--- src/rtl/clk_standby_pkg.sv ---
package clk_standby_pkg;

    typedef enum logic [1:0] {
        ST_RUN   = 2'd0,
        ST_HALT  = 2'd1,
        ST_SLEEP = 2'd2,
        ST_WAKE  = 2'd3
    } cs_state_e;

    typedef struct packed {
        cs_state_e state;
        logic      hs_en;
        logic      sel;
        logic      saved_hs;
        logic      err_pair;
        logic      err_sleep;
    } cs_regs_t;

endpackage

--- src/rtl/cs_settle_cnt.sv ---
module cs_settle_cnt #(
    parameter int CNT_W = 8
) (
    input  logic             clk,
    input  logic             rst_n,
    input  logic             run,
    input  logic [CNT_W-1:0] limit,
    output logic             done
);
    logic [CNT_W-1:0] cnt_d, cnt_q;

    always_comb begin
        if (!run) begin
            cnt_d = '0;
        end else if (cnt_q < limit) begin
            cnt_d = cnt_q + 1'b1;
        end else begin
            cnt_d = cnt_q;
        end
        done = run && (cnt_q >= limit);
    end

    always_ff @(posedge clk or negedge rst_n) begin
        if (!rst_n) begin
            cnt_q <= '0;
        end else begin
            cnt_q <= cnt_d;
        end
    end
endmodule

--- src/rtl/cs_cfg_rules.sv ---
module cs_cfg_rules (
    input  logic sel_q,
    input  logic hs_ready,
    input  logic wr_sel,
    input  logic wr_hs_en,
    output logic sel_n,
    output logic hs_en_n,
    output logic err
);
    always_comb begin
        // fast oscillator may not be dropped while it feeds the core
        hs_en_n = wr_hs_en | sel_q;
        err     = sel_q & ~wr_hs_en;
        if (!wr_sel) begin
            sel_n = 1'b0;
        end else begin
            sel_n = sel_q | (hs_ready & wr_hs_en);
        end
    end
endmodule

--- src/rtl/clk_standby_ctrl.sv ---
module clk_standby_ctrl #(
    parameter int CNT_W = 8
) (
    input  logic             clk,
    input  logic             rst_n,
    input  logic [CNT_W-1:0] stab_hs_cycles,
    input  logic [CNT_W-1:0] stab_ls_cycles,
    input  logic             cfg_wr,
    input  logic             cfg_hs_en,
    input  logic             cfg_sel_hs,
    input  logic             halt_req,
    input  logic             sleep_req,
    input  logic             irq_req,
    input  logic             nmi_req,
    input  logic             key_wake,
    output logic             osc_ls_en,
    output logic             osc_hs_en,
    output logic             clk_sel_hs,
    output logic             cpu_clk_en,
    output logic             hs_ready,
    output logic             st_halt,
    output logic             st_sleep,
    output logic             err_sel_clr,
    output logic             err_sleep_hs
);
    import clk_standby_pkg::*;

    cs_regs_t r_d, r_q;
    logic     ls_done;
    logic     rule_sel, rule_hs, rule_err;
    logic     in_wake;

    assign in_wake = (r_q.state == ST_WAKE);

    cs_settle_cnt #(.CNT_W(CNT_W)) u_hs_cnt (
        .clk   (clk),
        .rst_n (rst_n),
        .run   (r_q.hs_en),
        .limit (stab_hs_cycles),
        .done  (hs_ready)
    );

    cs_settle_cnt #(.CNT_W(CNT_W)) u_ls_cnt (
        .clk   (clk),
        .rst_n (rst_n),
        .run   (in_wake),
        .limit (stab_ls_cycles),
        .done  (ls_done)
    );

    cs_cfg_rules u_rules (
        .sel_q    (r_q.sel),
        .hs_ready (hs_ready),
        .wr_sel   (cfg_sel_hs),
        .wr_hs_en (cfg_hs_en),
        .sel_n    (rule_sel),
        .hs_en_n  (rule_hs),
        .err      (rule_err)
    );

    always_comb begin
        r_d = r_q;
        case (r_q.state)
            ST_RUN: begin
                if (sleep_req) begin
                    if (r_q.sel) begin
                        r_d.err_sleep = 1'b1;
                    end else begin
                        r_d.state    = ST_SLEEP;
                        r_d.saved_hs = r_q.hs_en;
                        r_d.hs_en    = 1'b0;
                    end
                end else if (halt_req) begin
                    r_d.state = ST_HALT;
                end else if (cfg_wr) begin
                    r_d.sel   = rule_sel;
                    r_d.hs_en = rule_hs;
                    if (rule_err) begin
                        r_d.err_pair = 1'b1;
                    end
                end
            end
            ST_HALT: begin
                if (irq_req || nmi_req || key_wake) begin
                    r_d.state = ST_RUN;
                end
            end
            ST_SLEEP: begin
                if (key_wake) begin
                    r_d.state = ST_WAKE;
                end
            end
            ST_WAKE: begin
                if (ls_done) begin
                    r_d.state = ST_RUN;
                    r_d.hs_en = r_q.saved_hs;
                end
            end
            default: r_d.state = ST_RUN;
        endcase
    end

    always_ff @(posedge clk or negedge rst_n) begin
        if (!rst_n) begin
            r_q <= '{state: ST_RUN, hs_en: 1'b0, sel: 1'b0, saved_hs: 1'b0,
                     err_pair: 1'b0, err_sleep: 1'b0};
        end else begin
            r_q <= r_d;
        end
    end

    assign osc_ls_en    = (r_q.state != ST_SLEEP);
    assign osc_hs_en    = r_q.hs_en;
    assign clk_sel_hs   = r_q.sel;
    assign cpu_clk_en   = (r_q.state == ST_RUN);
    assign st_halt      = (r_q.state == ST_HALT);
    assign st_sleep     = (r_q.state == ST_SLEEP) || (r_q.state == ST_WAKE);
    assign err_sel_clr  = r_q.err_pair;
    assign err_sleep_hs = r_q.err_sleep;
endmodule

--- config.mk ---
export PLATFORM = sky130hd
export DESIGN_NAME = clk_standby_ctrl
export DESIGN_NICKNAME = d
export VERILOG_FILES = /design/src/rtl/clk_standby_pkg.sv /design/src/rtl/cs_settle_cnt.sv /design/src/rtl/cs_cfg_rules.sv /design/src/rtl/clk_standby_ctrl.sv
export SDC_FILE = /design/constraint.sdc
export NUM_CORES = 1
export LEC_CHECK = 0
export BUFFER_PORTS_ARGS = -buffer_cell sky130_fd_sc_hd__buf_2
export CAP_MARGIN = 5
export CORE_MARGIN = 3
export CORE_UTILIZATION = 30
export DETAILED_ROUTE_END_ITERATION = 10
export GPL_ROUTABILITY_DRIVEN = 0
export REMOVE_ABC_BUFFERS = 1
export SYNTH_ARGS = -nofsm -noshare
export SYNTH_HDL_FRONTEND = slang
export SYNTH_HIERARCHICAL = 1
export SYNTH_SLANG_ARGS = --single-unit
--- constraint.sdc ---
create_clock -name clk -period 3.4 [get_ports clk]
set_clock_uncertainty 0.2 [all_clocks]
set_input_delay 0.51 -clock clk [delete_from_list [all_inputs] [get_ports clk]]
set_output_delay 0.51 -clock clk [all_outputs]
set_load 0.03 [all_outputs]
==> run summary <==
Final Hold Vio Count: 0
Worst slew margin: 0.545
Placeable Area: 5540 um^2
fin crit share: 0.858
antenna violations before repair: 0
H-tree lvl count: 1
fraction of layout cells with a size suffix above 1: 0.233
Die W: 81.9 um
RSZ-0062 raised after global routing: no
Slew @ Worst Pin: 0.683 ns
Synth cell types: 40
Nets: 268
Power Density: 492 nW/um^2
DP Worst Slack: 0.577 ns
post-route ant nets: 0
count of boundary I/O pins: 35
Post-CTS Hold Fix Bufs: 0
setup TNS: 0 ns
Worst Path Buf+Inv: 1
Max-Cap Viols: 0
worst setup path start: u_hs_cnt/cnt_q[1]
Highest Clock Rate: 343 MHz
largest cells by area after synthesis: dfrtp_1 (33%), ha_1 (13%), mux2i_1 (5.8%)
Post-synth EDFFs: 0
crit-path max FO: 11
Synth area leader: dfrtp_1
antenna diode count: 0
via total after detailed routing: 1390
average vias per placed instance: 4.71
cells along the critical path: ha_1, nor2b_1, o211ai_1, a21oi_1, o31a_2, buf_2
clk sinks: 23
P&R area growth vs syn: 15.0%
Die H: 81.9 um
vias in the first global route: 1260
LEAKAGE: 0.955 nW
Routed WL: 3.31 mm
slowest CP cell: a21oi_1
residual DRC count: 0
Seq cells post-synth: 23
largest net degree at the start of global routing: 24
Arr. time, crit path: 2.21 ns
Hold Crit Class: input port to asynchronous set/reset pin
final worst path period need: 2.92 ns
Max clock buf depth: 2
CP Launch Type: flip-flop
Cells after Synth: 191
syn_area_per_cell: 9.06 um^2
fin worst setup slack: 0.482 ns
hpwl dp: 2.62 mm
gr usage total: 0.108
ranking of synthesized cells by instance count: dfrtp_1 (23), nand2_1 (23), ha_1 (18)
Iter 0 DRT Violations: 53
Starting Density: 0.312
Placement Rows: 27
Resize count post-CTS: 0
sequential share of the synthesized area: 0.333
clock slew seen by the registers of the worst setup and hold paths: 0.08 ns
Clock Latency Late Sink: 0.26 ns
Crit Path Category: flip-flop to output pin
asr flop ratio synth: 1.00
Post-synth top flop: dfrtp_1
drt wl/cell: 11.2 um
GR Overflow Total: 0
CTS Root Cell: clkbuf_8
Yosys top cell area share: 0.333
fill count: 586
synth warn: 6
crit-path max cell delay: 0.52 ns
Max Transition Viols Final: 0
Worst VDD drop: 0.298 mV
status: completed
I/O Buffers: 34
worst r2r src: u_ls_cnt/cnt_q[1]
TritonCTS clock tree: done
Finish-stage setup viols: 0
buffer count from post-CTS setup fixing: 0
drt pass-1 iters: 4
mapped cell area: 1730 um^2
CP endpoint kind: output pin
delay-heaviest family, CP: compound AO/OA/AOI/OAI gates
CTS Buf Count: 3
die area: 6710 um^2
first-pass GRT wire length: 5.75 mm
CP required: 2.69 ns
worst register-to-register path, cell delays in order, from the launching register on:
cell and delay [ns]:
dfrtp_1 0.44, ha_1 0.31, nor2b_1 0.14, o211ai_1 0.15, a21oi_1 0.23, o31a_2 0.43
nor2b_1 0.14, a221o_1 0.30, a22oi_2 0.11
state kept, by name (all words and copies together), names as in the netlist:
register        count
err_sleep_hs        1
u_ls_cnt/cnt_q      8
err_sel_clr         1
u_hs_cnt/cnt_q      8
osc_hs_en           1
clk_sel_hs          1
r_q                 3
power breakdown:
part | switching, mW | leakage (nW) | internal (mW) | total, mW
Sequential | 0.105 | 0.303 | 0.328 | 0.434
Combinational | 0.212 | 0.627 | 0.166 | 0.378
Clock | 0.0856 | 0.0255 | 0.0817 | 0.167
Total | 0.403 | 0.955 | 0.576 | 0.979
placed cells by master (no fill, tap or decap), drive strengths merged:
cell     Yosys  layout
buf          3      34
nand2       23      23
dfrtp       23      23
ha          18      18
inv         17      17
a21oi       12      12
mux2i       10      10
o21ai        9       9
nand4        8       8
or3          8       8
nand2b       7       7
nor2         7       7
nor2b        6       6
a21boi       6       6
nand3        4       4
nor3         4       4
nor4         3       3
clkbuf       1       3
a31o         2       2
o211ai       2       2
o31a         2       2
o21a         2       2
mux2         2       2
and2         1       1
a221oi       1       1
nor3b        1       1
nor4b        1       1
a221o        1       1
nand3b       1       1
a22oi        1       1
o2bb2ai      1       1
clkinv       0       1
or2          1       1
and2b        1       1
metal layers:
layer | track usage | vias up | wire length [um]
met5 | 0 | - | 0
met3 | 0.0274 | 2 | 142
li1 | - | 748 | -
met1 | 0.152 | 618 | 1670
met2 | 0.171 | 22 | 1490
met4 | 0.0150 | 0 | 8
path summary, 6_finish.rpt:
kind / endpoint / slack, ns / depth (start not counted)
setup reg to reg: osc_hs_en / 0.89 / 8
setup / recovery: hs_ready / 0.48 / 6
hold reg to reg: err_sleep_hs / 0.28 / 1
hold / removal: u_ls_cnt/cnt_q[2] / 0.01 / 1
min in group clk: err_sleep_hs / 0.28 / 1
max in group asynchronous: u_hs_cnt/cnt_q[7] / 2.64 / 1
through the flow:
step | utilization | hold slack, ns | area, um^2 | total power, mW | cells
2_1_floorplan | - | 0.0144 | 1680 | 0.707 | 185
3_3_place_gp | 0.351 | 0.257 | 1940 | 0.814 | 291
3_5_place_dp | 0.351 | 0.258 | 1940 | 0.820 | 291
4_1_cts | 0.359 | 0.0288 | 1990 | 0.993 | 295
5_1_grt | 0.359 | 0.0433 | 1990 | 1.08 | 295
6_report | 0.359 | 0.0105 | 1990 | 0.979 | 295
kinds of logic (layout without fill, tap and decap cells):
group	count (synthesis)	count (layout)	share of synthesized area
compound gates	39	39	0.162
flops	23	23	0.333
mux	12	12	0.0730
buf+inv	23	55	0.0643
fa+ha+maj	18	18	0.130
simple gates	76	76	0.238
layout make-up:
cell class                      count  area [um^2]  area share
Tap cell                           72         90.1      0.0453
Inverter                           17         63.8      0.0321
Clock inverter                      1         5.00     0.00252
Clock buffer                        3         41.3      0.0208
Timing Repair Buffer               34          170      0.0855
Sequential cell                    23          576       0.289
Multi-Input combinational cell    145         1040       0.525
Power figures use the tool's default switching activity.
